**config.mk**
```make
export PLATFORM = sky130hd
export DESIGN_NAME = burst_addr_seq
export DESIGN_NICKNAME = d
export VERILOG_FILES = /design/src/rtl/burst_seq_pkg.sv /design/src/rtl/burst_seq_ctrl.sv /design/src/rtl/burst_seq_datapath.sv /design/src/rtl/burst_addr_seq.sv
export SDC_FILE = /design/constraint.sdc
export NUM_CORES = 1
export LEC_CHECK = 0
export ABC_AREA = 1
export CORE_MARGIN = 4
export CORE_UTILIZATION = 50
export CTS_CLUSTER_DIAMETER = 100
export CTS_CLUSTER_SIZE = 28
export DETAILED_ROUTE_END_ITERATION = 10
export DONT_BUFFER_PORTS = 1
export HOLD_SLACK_MARGIN = 0.05
export PLACE_DENSITY = 0.73
export SYNTH_ARGS = -nofsm -noshare
export SYNTH_HDL_FRONTEND = slang
export SYNTH_SLANG_ARGS = --single-unit
```
**constraint.sdc**
```tcl
create_clock -name clk -period 2.3 [get_ports clk]
set_clock_uncertainty 0.15 [all_clocks]
set_input_delay 0.46 -clock clk [delete_from_list [all_inputs] [get_ports clk]]
set_output_delay 0.46 -clock clk [all_outputs]
set_load 0.01 [all_outputs]
```
**src/rtl/burst_seq_pkg.sv**
```systemverilog
package burst_seq_pkg;
  typedef struct packed {
    logic load;
    logic step;
  } seqStrobes_t;
endpackage

```
**src/rtl/burst_seq_ctrl.sv**
```systemverilog
module burst_seq_ctrl
  import burst_seq_pkg::*;
(
  input  logic        clk,
  input  logic        rst,
  input  logic        procStrobeN,
  input  logic        ctrlStrobeN,
  input  logic        advanceN,
  input  logic        masterEnN,
  output seqStrobes_t strobes,
  output logic        loadFlag,
  output logic        advanceFlag
);
  logic procLoad;
  logic ctrlLoad;

  // The processor strobe needs the master enable; the controller strobe
  // yields to the processor strobe.
  assign procLoad     = !procStrobeN && !masterEnN;
  assign ctrlLoad     = !ctrlStrobeN && procStrobeN;
  assign strobes.load = procLoad || ctrlLoad;
  assign strobes.step = procStrobeN && ctrlStrobeN && !advanceN;

  always_ff @(posedge clk) begin
    if (rst) begin
      loadFlag    <= 1'b0;
      advanceFlag <= 1'b0;
    end else begin
      loadFlag    <= strobes.load;
      advanceFlag <= strobes.step;
    end
  end

  // a processor-strobe edge never advances.
  p_adv_ignored_r4: assert property (@(posedge clk) disable iff (rst)
    !procStrobeN |=> !advanceFlag);

  // a blocked processor strobe loads nothing.
  p_blocked_r2: assert property (@(posedge clk) disable iff (rst)
    (!procStrobeN && masterEnN) |=> !loadFlag);

  // a load edge raises loadFlag in the next cycle.
  p_load_flag_r10: assert property (@(posedge clk) disable iff (rst)
    (!procStrobeN && !masterEnN) |=> loadFlag);
endmodule

```
**src/rtl/burst_seq_datapath.sv**
```systemverilog
module burst_seq_datapath
  import burst_seq_pkg::*;
#(
  parameter int ADDR_W    = 18,
  parameter int BURST_LEN = 4
) (
  input  logic              clk,
  input  logic              rst,
  input  seqStrobes_t       strobes,
  input  logic [ADDR_W-1:0] extAddr,
  input  logic              interleaveMode,
  output logic [ADDR_W-1:0] accessAddr
);
  localparam int BURST_W = $clog2(BURST_LEN);

  logic [ADDR_W-1:0]  baseAddr;
  logic [BURST_W-1:0] beatCnt;
  logic [BURST_W-1:0] lowBits;

  always_ff @(posedge clk) begin
    if (rst) begin
      baseAddr <= '0;
      beatCnt  <= '0;
    end else if (strobes.load) begin
      baseAddr <= extAddr;
      beatCnt  <= '0;
    end else if (strobes.step) begin
      beatCnt  <= beatCnt + 1'b1;
    end
  end

  // The low bits wrap inside the burst group; no carry reaches the upper bits.
  always_comb begin
    if (interleaveMode) lowBits = baseAddr[BURST_W-1:0] ^ beatCnt;
    else                lowBits = baseAddr[BURST_W-1:0] + beatCnt;
  end

  assign accessAddr = {baseAddr[ADDR_W-1:BURST_W], lowBits};

  // a load presents the external address on the next cycle.
  p_load_addr_r1: assert property (@(posedge clk) disable iff (rst)
    strobes.load |=> accessAddr == $past(extAddr));

  // the upper bits hold until the next load.
  p_upper_const_r8: assert property (@(posedge clk) disable iff (rst)
    !strobes.load |=> $stable(accessAddr[ADDR_W-1:BURST_W]));

  // with no load and no step, the beat counter holds.
  p_hold_r5: assert property (@(posedge clk) disable iff (rst)
    (!strobes.load && !strobes.step) |=> $stable(beatCnt));
endmodule

```
**src/rtl/burst_addr_seq.sv**
```systemverilog
module burst_addr_seq
  import burst_seq_pkg::*;
#(
  parameter int ADDR_W    = 18,
  parameter int BURST_LEN = 4
) (
  input  logic              clk,
  input  logic              rst,
  input  logic [ADDR_W-1:0] extAddr,
  input  logic              procStrobeN,
  input  logic              ctrlStrobeN,
  input  logic              advanceN,
  input  logic              masterEnN,
  input  logic              interleaveMode,
  output logic [ADDR_W-1:0] accessAddr,
  output logic              loadFlag,
  output logic              advanceFlag
);
  seqStrobes_t strobes;

  burst_seq_ctrl u_ctrl (
    .clk         (clk),
    .rst         (rst),
    .procStrobeN (procStrobeN),
    .ctrlStrobeN (ctrlStrobeN),
    .advanceN    (advanceN),
    .masterEnN   (masterEnN),
    .strobes     (strobes),
    .loadFlag    (loadFlag),
    .advanceFlag (advanceFlag)
  );

  burst_seq_datapath #(
    .ADDR_W    (ADDR_W),
    .BURST_LEN (BURST_LEN)
  ) u_dp (
    .clk            (clk),
    .rst            (rst),
    .strobes        (strobes),
    .extAddr        (extAddr),
    .interleaveMode (interleaveMode),
    .accessAddr     (accessAddr)
  );
endmodule

```
# After elaboration in Yosys (flattened, before gate mapping)

Index checks and enable logic that the tools add are counted.

$add $sub $neg: 2
Multiplexer cells: 1
Bitwise operators: 1
Reductions and logical operators: 10

Operators with widths:

| kind                | number |
|---|---|
| $logic_and 1x1->1   | 4 |
| $logic_not 1->1     | 4 |
| $add 2x1->2 const B | 1 |
| $add 2x2->2         | 1 |
| $mux 2              | 1 |
| $reduce_or 2->1     | 1 |
| $xor 2x2->2         | 1 |
| $logic_or 1x1->1    | 1 |

Flip-flop bits (word level): 22
Input port bits: 25
Word-level logic and storage cells: 18

# Logic depth before layout (Yosys ltp)

Gate-level depths: netlist (run 1).

Word-level depth: 4
Depth in mapped cells: 7
Gate-level depth less buffers: 7

# Hierarchy

Synthesis (run 1) repeated with hierarchy kept, for this count alone.

Cells, all modules: 129
Area total of the unflattened synthesis: 1,009.7 µm²

By module, submodules not included:

| module             | times used | cells each | area each (µm²) | seq. area each (µm²) |
|---|---|---|---|---|
| burst_seq_datapath | 1          | 119        | 938.4           | 400.4 |
| burst_seq_ctrl     | 1          | 10         | 71.3            | 40.0 |

# Worst setup path before layout (run 1)

No wires, ideal clock.

Path kind: reg-to-output
From: register u_dp.beatCnt[0]
To: output port accessAddr[1]
Arrival time: 0.839 ns
Slack: 0.851 ns
Cell stages (with the launch flop): 8
Buffers on the path: 0
Path through: dfxtp_1 -> ha_1 -> inv_1 -> nor2_1 -> inv_1 -> nand2_1 -> nand2_1 -> inv_1

Cells in the longest elaborated chain, start to end: 2

RTL lines:

| element                  | RTL line                 | text |
|---|---|---|
| start: declaration       | burst_seq_datapath.sv:17 | `logic [BURST_W-1:0] beatCnt;` |
| start signal: assignment | burst_seq_datapath.sv:28 | `beatCnt <= beatCnt + 1'b1;` |
| $add 2x2->2              | burst_seq_datapath.sv:35 | `else lowBits = baseAddr[BURST_W-1:0] + beatCnt;` |
| $mux 2                   | burst_seq_datapath.sv:34 | `if (interleaveMode) lowBits = baseAddr[BURST_W-1:0] ^ beatCnt;` |
| end: declaration         | burst_addr_seq.sv:15     | `output logic [ADDR_W-1:0] accessAddr,` |

Every way passes these cells.

# Final worst setup path (run 1)

Same ends and word-level chain as after synthesis.

==> results.md, run 1 <==
* Status: complete, no violations
* Comb power frac at 9.4%
* Net Switching at between 0.15 and 0.2 mW
* Final Setup Violations at 0
* PwrDens at 695 mW/mm^2
* CTS Buf Count at 3
* H-tree depth at 1
* Resize count post-CTS at 0
* Post-Syn Instances at approximately 130
* Mapped Nets at approximately 150
* Detailed placer's ending HPWL at ~1400 um
* Max VDD drop at about 0.34 mV
* CTS tree: yes
* First-pass GRT wire length at around 2900 um
* Fmax at approximately 0.54 GHz
* Worst-Margin Slew at 0.418 ns
* Chip height at approximately 54 um
* Mean Syn Cell Area at a little over 8 um^2
* Final worst-path cycle share at between 80% and 90%
* Reg-to-reg endpoint: u_dp.beatCnt[1]
* Pint at just under 0.5 mW
* Critical path class: flip-flop to output port
* Vias per cell at between 4 and 5
* Synth cell types at 17
* First-pass detailed-route iteration total at 4
* Fill count at 214
* Cell Rows at 16
* Final critical-path required period at about 1.9 ns
* Worst-Skew Late Latency at around 0.29 ns
* Clock-pin slew on the worst setup and hold paths at roughly 0.11 ns
* Setup WS pre-CTS at ~0.77 ns
* RSZ-0062 raised after global routing: false
* Leak Pwr at 0.448 nW
* Core footprint at ~0.0020 mm^2
* Pwr Total at between 0.6 and 0.7 mW
* Crit path required time at between 1.5 and 2 ns
* Number of max-cap violations at 0
* Seq pwr share at 65.6%
* Slew margin rel. at around 72%
* Drt drc at 0
* Worst Reg-to-Reg Cells at 5
* 1st-iter DRT viols at 4
* Detail Route Antenna Nets at 0
* Final setup TNS at 0 ns
* Average wire per cell in the routed design at 12.9 um
* Synth-to-Final Area Change at -9.82%
* Final Slew Violations at 0
* # diodes at 0
* Final hold viol count at 0
* IO Count at 45
* Vias at about 670
* IO Port Bufs at 0
* Clock sinks at 22
* Flops & latches, synth at 22
* Grt total ovfl at 0
* Clk buf depth at 2
* Initial antenna violation count at 0
* Worst setup startpoint: u_dp.beatCnt[0]
* Drt total wl at about 1800 um
* Seq/Total Area, Yosys at 41.7%
* Switch share at 26.5%
* Largest net degree at the start of global routing at 21
* Share of layout cells above drive strength 1 at between 10% and 20%
* Startpoint types: flip-flop
* Total track usage at about 14%
* Critical path peak fanout at 4
* Synthesized cell area at 0.00106 mm^2
* Die area at just under 0.003 mm^2
* Ys Warns at 0
* Post-CTS setup buffers at 0
* Final GP Congestion at roughly 0.61
* Setup WS post-layout at approximately 0.43 ns
* Chip Width at roughly 54 um
* Worst setup path endpoint: accessAddr[1]
* Worst r2r src: u_dp.beatCnt[1]
* CTS Hold Buffers Added at 0
* WP data arrival at 1.26 ns
* Nets at 140
* Number of global-route vias before repair at 665
* Critical Path End Type: output port
* Setup slack, reg-to-reg at 1.34 ns
* Worst Hold Class: input port to flip-flop
* Initial core utilization at 53.3%
* Hold_sp: extAddr[6]
* Clock power share at 25.0%
* CTS Root Cell: clkbuf_4
==> cells in the mapped netlist (all sizes together) <==
| master | number | area (um^2) |
|---|---|---|
| inv | 8 | 30.0 |
| nand2 | 50 | 200 |
| xnor2 | 1 | 8.76 |
| a21oi | 2 | 10.0 |
| nand3 | 19 | 145 |
| buf | 20 | 170 |
| xor2 | 1 | 8.76 |
| dfxtp | 22 | 440 |
| nor2 | 4 | 31.3 |
| ha | 1 | 12.5 |
==> worst min path at each step <==
stage	endpoint	slack, ns	cells after the start
after floorplan	u_dp.baseAddr[10]	0.29	2
after global placement	u_dp.baseAddr[0]	0.31	2
after detailed placement	u_dp.baseAddr[0]	0.32	2
after CTS	u_ctrl.advanceFlag	0.05	1
after global routing	u_dp.baseAddr[10]	0.09	2
final	u_dp.baseAddr[6]	0.11	2
==> state kept, by name, summed over array words and instances, names as in the netlist <==
| register | count |
|---|---|
| u_ctrl.loadFlag | 1 |
| u_ctrl.advanceFlag | 1 |
| u_dp.beatCnt | 2 |
| u_dp.baseAddr | 18 |
==> area by class of cell <==
class	count	area [um^2]	area share, %
Clock buffer	3	22.5	2.36
Inverter	8	30.0	3.15
Multi-Input combinational cell	78	417	43.7
Sequential cell	22	440	46.2
Tap cell	27	33.8	3.54
Timing Repair Buffer	1	10.0	1.05
==> layout by cell type (no fill, tap or decap) <==
| master | instances |
|---|---|
| clkbuf_4 | 3 |
| nand3_1 | 9 |
| nand3_2 | 10 |
| a21oi_1 | 2 |
| nand2_2 | 2 |
| nor2_8 | 1 |
| nor2_1 | 3 |
| dlygate4sd3_1 | 1 |
| ha_1 | 1 |
| dfxtp_1 | 22 |
| xor2_1 | 1 |
| nand2_4 | 1 |
| nand2_1 | 47 |
| xnor2_1 | 1 |
| inv_1 | 7 |
| inv_2 | 1 |
==> critical path, stage by stage, from the launching register on <==
cell     delay (ns)
dfxtp_1        0.40
ha_1           0.16
inv_1          0.03
nor2_1         0.12
inv_1          0.05
nand2_1        0.06
nand2_1        0.05
inv_1          0.09
==> power groups by stage <==
stage	clock network (mW)	registers [mW]	logic [mW]
after global routing	0.193	0.438	0.0722
after floorplan	0	0.427	0.102
after detailed placement	0	0.444	0.0629
after global placement	0	0.443	0.0596
after CTS	0.175	0.435	0.0628
final	0.165	0.435	0.0623
==> per-layer routing <==
metal / wire, um / up-vias / global-route usage (%)
li1: - / 352 / -
met4: 10 / 0 / 7.47
met2: 913 / 23 / 23.0
met3: 159 / 2 / 3.32
met1: 716 / 295 / 16.6
met5: 0 / - / 0
==> cells by family after synthesis <==
logic type                 Yosys count  synth area share (%)
xor gates and xnor gates             2                  1.66
buffers and inverters               28                  18.9
and+or+nand+nor                     73                  35.6
adders and majority gates            1                  1.18
AOI/OAI and AO/OA                    2                 0.947
DFF                                 22                  41.7
==> metrics by stage <==
step | util, % | hold slack, ns | cells | cell area (um^2)
after floorplan | - | 0.292 | 128 | 1060
after global placement | 46.5 | 0.308 | 135 | 921
after detailed placement | 46.5 | 0.323 | 135 | 921
after CTS | 47.6 | 0.0515 | 138 | 943
after global routing | 48.1 | 0.0916 | 139 | 953
final | 48.1 | 0.110 | 139 | 953
Note: power is estimated with default switching activity, not from simulation.
==> inputs of run 2 (changes only) <==
--- a/config.mk
+++ b/config.mk
@@ -13,7 +13,7 @@
 export DETAILED_ROUTE_END_ITERATION = 10
 export DONT_BUFFER_PORTS = 1
 export HOLD_SLACK_MARGIN = 0.05
-export PLACE_DENSITY = 0.73
+export PLACE_DENSITY = 0.76
 export SYNTH_ARGS = -nofsm -noshare
 export SYNTH_HDL_FRONTEND = slang
 export SYNTH_SLANG_ARGS = --single-unit
==> constraint.sdc (replaced) <==
create_clock -name clk -period 1.5 [get_ports clk]
set_clock_uncertainty 0.15 [all_clocks]
set_input_delay 0.3 -clock clk [delete_from_list [all_inputs] [get_ports clk]]
set_output_delay 0.3 -clock clk [all_outputs]
set_load 0.01 [all_outputs]
==> run 2 against run 1 <==
- the flow now finishes with violations (negative setup slack)
- die area did not move
- critical path depth stayed put
- clock power is 93% higher
- routed wire length rose by 18%
- sequential share of layout area fell by 9.8 points
- clock-buffer cell count up 1
- worst setup slack worse by 0.55 ns
- critical endpoint unchanged
==> results.md, run 2 (same netlist as run 1, synthesis figures left out) <==
* Synth-to-Final Area Change at 15.1%
* Top reg by flops: u_dp.baseAddr
* Commonest non-fill, non-tap cells in the layout: 47 x nand2_1, 22 x dlygate4sd3_1, 20 x dfxtp_1, 10 x nand3_2, 9 x nand3_1
* Failing checks: negative setup slack
* Drt total wl at 2130 um (+18%)
* Commonest non-fill, non-tap cell in the layout: nand2_1
* Leak Pwr at 0.555 nW (+24%)
* Pint at 0.846 mW (+74%)
* Critical path peak fanout at 2 (-2)
* Fin Hold WS at 0.107 ns (-0.00245 ns)
* Multi-input gate area at 432 um^2 (+3.6%)
* Worst Hold Class: input port to flip-flop
* GR met3 Demand/Resource at 3.32% (unchanged)
* Nets at 164 (+17%)
* Total area of sequential cells at 443 um^2 (+0.57%)
* # diodes at 0 (unchanged)
* H-tree depth at 1 (unchanged)
* Worst Reg-to-Reg Cells at 6 (+1)
* Initial core utilization at 53.3% (unchanged)
* Initial antenna violation count at 0 (unchanged)
* Number of max-cap violations at 0 (unchanged)
* WP data arrival at 1.17 ns (-0.09 ns)
* Startpoint types: flip-flop
* First-pass detailed-route iteration total at 4 (unchanged)
* RSZ-0062 raised after global routing: true
* Final hold viol count at 0 (unchanged)
* Clock power share at 28.0% (+3.0 points)
* First-pass GRT wire length at 3640 um (+23%)
* Slew margin rel. at 72.8% (+0.70 points)
* Vias at 793 (+18%)
* Final Slew Violations at 0 (unchanged)
* Largest net degree at the start of global routing at 20 (-4.8%)
* Critical path class: flip-flop to output port
* Switch share at 25.8% (-0.65 points)
* 1st-iter DRT viols at 8 (+4)
* Met1 Usage GRT at 18.0% (+1.4 points)
* Clk buf depth at 2 (unchanged)
* CTS tree: yes
* Largest regs: u_dp.baseAddr: 18 flops, u_dp.beatCnt: 2 flops
* Non-Filler Instances at 164 (+18%)
* Critical Path End Type: output port
* Dpl cell area at 928 um^2 (+0.82%)
* GR Util met2 at 31.3% (+8.3 points)
* Detailed placer's ending HPWL at 1380 um (+1.5%)
* Worst-Skew Late Latency at 0.29 ns (about the same)
* Share of layout cells above drive strength 1 at 20.4% (+4.4 points)
* Most Crowded Layer GR: met2
* Clock sinks at 22 (unchanged)
* Worst-Margin Slew at 0.408 ns (-0.0105 ns)
* Setup WS post-layout at -0.117 ns (-0.550 ns)
* Final instance area at 0.00122 mm^2 (+28%)
* Status: finished with violations
* Largest register FFs at 18 (unchanged)
* Drt drc at 0 (unchanged)
* Grt total ovfl at 0 (unchanged)
* Final critical-path required period at about 1.6 ns
* Vias per cell at 4.84 (about the same)
* Fill count at 167 (-22%)
* Net Switching at 0.294 mW (+68%)
* Detail Route Antenna Nets at 0 (unchanged)
* Final Setup Violations at 1 (+1)
* IO Port Bufs at 0 (unchanged)
* Clock-pin slew on the worst setup and hold paths at 0.12 ns (about the same)
* Number of global-route vias before repair at 878 (+32%)
* Chip Width at 54.0 um (unchanged)
* PwrDens at 936 mW/mm^2 (+35%)
* Max VDD drop at 0.604 mV (+77%)
* CTS Buf Count at 3 (unchanged)
* IO Count at 45 (unchanged)
* Crit path required time at 1.05 ns (-0.64 ns)
* Fmax at a little over 0.6 GHz
* Final GP Congestion at 0.677 (+11%)
* Seq pwr share at 58.6% (-7.0 points)
* Total track usage at 17.0% (+3.1 points)
* Chip height at 54.0 um (unchanged)
* CTS Root Cell: clkbuf_4
* Die area at 0.00291 mm^2 (unchanged)
* Average wire per cell in the routed design at 13.0 um (+0.21%)
* Cell Rows at 16 (unchanged)
* Comb power frac at 13.5% (+4.1 points)
* DP Cell Count at 136 (+0.74%)
* Core footprint at 0.00198 mm^2 (unchanged)
* Worst Hold Depth at 4 (+2)
* Final worst-path cycle share at 108%
* Setup WS pre-CTS at 0.139 ns (-0.627 ns)
[run 2: cell count changes in the layout (fill, tap and decap cells not counted), sizes merged]
cell         previous run  this run
buf                     0         3
clkbuf                  3         4
dlygate4sd3             1        22
[run 2: power by group through the flow]
stage	clock network (mW)	registers, mW	logic [mW]
6_report	0.319	0.668	0.154
5_1_grt	0.366	0.673	0.172
4_1_cts	0.335	0.667	0.151
3_5_place_dp	0	0.680	0.0982
3_3_place_gp	0	0.678	0.0936
2_1_floorplan	0	0.655	0.156
[run 2: worst max-delay path: stages (launching register included)]
cell,delay (ns)
dfxtp_2,0.37
ha_4,0.13
inv_2,0.03
nor2_2,0.11
inv_1,0.05
nand2_1,0.06
nand2_1,0.06
inv_2,0.06
[run 2: cell type report]
type                       count  area share (%)
clock buffer                   4            2.98
sequential                    22            36.4
inverter                       8            2.47
multi-input combinational     78            35.5
timing repair buffer          25            19.9
tap                           27            2.77
[run 2: path summary, 6_finish.rpt]
check	start	to	slack [ns]
min reg2reg	u_dp.baseAddr[12]	u_dp.baseAddr[12]	0.37
max	u_dp.baseAddr[0]	accessAddr[1]	-0.12
max reg2reg	u_dp.beatCnt[0]	u_dp.beatCnt[1]	0.46
min	ctrlStrobeN	u_dp.beatCnt[0]	0.11
[run 2: per-stage QoR]
stage | power (mW) | setup TNS, ns | utilization, %
3_5_place_dp | 0.778 | 0 | 46.8
6_report | 1.14 | -0.117 | 61.4
4_1_cts | 1.15 | -0.107 | 60.8
2_1_floorplan | 0.811 | 0 | -
5_1_grt | 1.21 | -0.200 | 61.4
3_3_place_gp | 0.772 | 0 | 46.8
[run 2: routing by layer]
metal / wire (um) / up-vias
met1: 786 / 358
li1: - / 400
met5: 0 / -
met4: 46 / 0
met3: 147 / 6
met2: 1150 / 29
[run 2: repair_timing]
action                                  4_1_cts  5_1_grt
hold buffers                                 22        0
hold endpoints to repair                     22        0
endpoints found under the setup margin        1        1
pin swaps                                     0        3
setup buffers                                 2        0
gates cloned                                  0        0
resized for setup                             4        3
==> inputs of run 3 (changes only) <==
--- a/config.mk
+++ b/config.mk
@@ -7,13 +7,13 @@
 export LEC_CHECK = 0
 export ABC_AREA = 1
 export CORE_MARGIN = 4
-export CORE_UTILIZATION = 50
+export CORE_UTILIZATION = 45
 export CTS_CLUSTER_DIAMETER = 100
 export CTS_CLUSTER_SIZE = 28
 export DETAILED_ROUTE_END_ITERATION = 10
 export DONT_BUFFER_PORTS = 1
 export HOLD_SLACK_MARGIN = 0.05
-export PLACE_DENSITY = 0.76
+export PLACE_DENSITY = 0.7
 export SYNTH_ARGS = -nofsm -noshare
 export SYNTH_HDL_FRONTEND = slang
 export SYNTH_SLANG_ARGS = --single-unit
==> run 3 against run 2 <==
- the run still ends with negative setup slack left
- routed wire length rose by 1.5%
- utilization shrank 7.5 points
- worst setup slack gained 0.0045 ns
- cell area is 1.0% lower
- power down 5.2%
- largest power group unchanged
- clock-buffer cell count decreased by 1
- hold slack gained 0.0096 ns
- clock power decreased by 18%
==> results.md, run 3 (same netlist as run 1, synthesis figures left out) <==
* Worst Hold Class: input port to flip-flop
* WP data arrival at 1.16 ns (about the same)
* H-tree depth at 1 (unchanged)
* Vias per cell at 4.73 (-2.1%)
* Chip Width at 56.5 um (+4.6%)
* Largest regs: u_dp.baseAddr: 18 flops, u_dp.beatCnt: 2 flops
* Number of max-cap violations at 0 (unchanged)
* Clk buf depth at 2 (unchanged)
* IO Port Bufs at 0 (unchanged)
* CTS Root Cell: clkbuf_4
* Drt drc at 0 (unchanged)
* Detail Route Antenna Nets at 0 (unchanged)
* Leak Pwr at 0.547 nW (-1.3%)
* CP Cell Sequence: ha_2 -> inv_2 -> nor2_4 -> inv_2 -> nand2_2 -> nand2_2 -> inv_2
* Pint at 0.790 mW (-6.6%)
* Max VDD drop at 0.626 mV (+3.6%)
* Initial core utilization at 47.3% (-6.0 points)
* Utilization after layout at 53.9% (-7.5 points)
* Core footprint at 0.00223 mm^2 (+13%)
* Commonest non-fill, non-tap cell in the layout: nand2_1
* Pwr Total at 1.08 mW (-5.2%)
* Initial antenna violation count at 0 (unchanged)
* Critical path peak fanout at 2 (unchanged)
* Status: finished with violations
* Setup WS post-layout at -0.112 ns (+0.00453 ns)
* Net Switching at 0.290 mW (-1.3%)
* Clock power share at 24.0% (-4.0 points)
* Nets at 164 (unchanged)
* CP max stage cell: dfxtp_2
* Die area at 0.00319 mm^2 (+9.4%)
* Max layer used: met4
* Synth-to-Final Area Change at 14.0%
* Worst-Margin Slew at 0.421 ns (+0.0137 ns)
* Detailed placer's ending HPWL at 1370 um (-0.83%)
* Wire length on met2 at 1120 um (-2.5%)
* Comb power frac at 14.3% (+0.8 points)
* Share of layout cells above drive strength 1 at 22.1% (+1.6 points)
* DP Cell Count at 137 (+0.74%)
* 1st-iter DRT viols at 10 (+2)
* DR WL met3 at 162 um (+10%)
* Final worst-path cycle share at 107% (-0.30 points)
* Final setup TNS at -0.112 ns (+0.00453 ns)
* First-pass GRT wire length at 3590 um (-1.3%)
* First-pass detailed-route iteration total at 4 (unchanged)
* Clock-pin slew on the worst setup and hold paths at 0.12 ns (about the same)
* Final Slew Violations at 0 (unchanged)
* # diodes at 0 (unchanged)
* Total track usage at 14.2% (-2.8 points)
* Final GP Congestion at 0.642 (-5.3%)
* Fmax at 0.620 GHz (+0.28%)
* Commonest non-fill, non-tap cells in the layout: 45 x nand2_1, 22 x dlygate4sd3_1, 20 x dfxtp_1, 10 x nand3_2, 9 x nand3_1
* Drt total wl at 2160 um (+1.5%)
* Average wire per cell in the routed design at 13.2 um (+1.5%)
* PwrDens at 897 mW/mm^2 (-4.2%)
* Largest register FFs at 18 (unchanged)
* Critical Path End Type: output port
* Final hold viol count at 0 (unchanged)
* Failing checks: negative setup slack
* Clock sinks at 22 (unchanged)
* IO Count at 45 (unchanged)
* Final Setup Violations at 1 (unchanged)
* Grt total ovfl at 0 (unchanged)
* M1 WL at 866 um (+10%)
* Crit path required time at 1.05 ns (about the same)
* Slew margin rel. at 71.9% (-0.91 points)
* Critical path class: flip-flop to output port
* Number of global-route vias before repair at 770 (-12%)
* Largest net degree at the start of global routing at 20 (unchanged)
* Non-Filler Instances at 164 (unchanged)
* Top reg by flops: u_dp.baseAddr
* Fin Hold WS at 0.117 ns (+0.00956 ns)
* Cell Rows at 17 (+1)
* Setup slack, reg-to-reg at 0.49 ns (+0.03 ns)
* Vias at 776 (-2.1%)
* Multi-input gate area at 432 um^2 (unchanged)
* Final critical-path required period at 1.61 ns (-0.00453 ns)
* Switch share at 26.9% (+1.1 points)
* CTS tree: yes
* Startpoint types: flip-flop
* Worst-Skew Late Latency at 0.29 ns (about the same)
* Fill count at 212 (+27%)
* CTS Buf Count at 3 (unchanged)
* RSZ-0062 raised after global routing: true
* Crit path largest cell delay at 0.35 ns (-0.02 ns)
* Seq pwr share at 61.6% (+3.0 points)
* Chip height at 56.5 um (+4.6%)
* Most frequent CP cell: inv_2
* Total area of sequential cells at 443 um^2 (unchanged)
[run 3: what timing repair did]
| item | in CTS | in global routing |
|---|---|---|
| gates resized for setup | 4 | 6 |
| hold buffers | 22 | 0 |
| pin swaps | 0 | 3 |
| setup buffers | 2 | 0 |
| endpoints found under the setup margin | 1 | 1 |
| endpoints found under the hold margin | 22 | 0 |
[run 3: cell type report]
cell class / instances / share of cell area (%)
flip-flops and latches: 22 / 36.8
clock buffers: 3 / 1.87
repair buffers: 25 / 20.1
well taps: 28 / 2.91
multi-input cells: 78 / 35.8
inverters: 8 / 2.49
[run 3: per-layer routing]
metal | vias up | global-route usage (%)
met3 | 2 | 3.45
met5 | - | 0
met1 | 352 | 15.9
met2 | 26 | 25.2
li1 | 396 | -
met4 | 0 | 6.10
[run 3: worst max-delay path, delay by kind of cell, from the launching register on]
| kind | cells | cell delay [ns] |
|---|---|---|
| simple gates | 3 | 0.21 |
| buf+inv | 3 | 0.14 |
| fa+ha+maj | 1 | 0.16 |
| flops | 1 | 0.35 |
[run 3: power by group through the flow]
stage               logic, mW  clock network [mW]  registers (mW)
floorplan               0.156                   0           0.655
global placement       0.0952                   0           0.678
detailed placement     0.0994                   0           0.680
CTS                     0.153               0.273           0.666
global route            0.172               0.301           0.671
finish                  0.155               0.260           0.666
[run 3: worst paths after layout]
kind	depth (start not counted)	from	end
min reg2reg	2	u_dp.baseAddr[15]	u_dp.baseAddr[15]
max	7	u_dp.baseAddr[0]	accessAddr[1]
max reg2reg	6	u_dp.beatCnt[0]	u_dp.beatCnt[1]
min	4	ctrlStrobeN	u_dp.beatCnt[0]
[run 3: per-stage QoR]
stage               cell area [um^2]  setup slack (ns)
finish                          1200            -0.112
floorplan                       1060             0.211
CTS                             1190            -0.120
global route                    1200            -0.207
global placement                 930             0.177
detailed placement               930             0.124
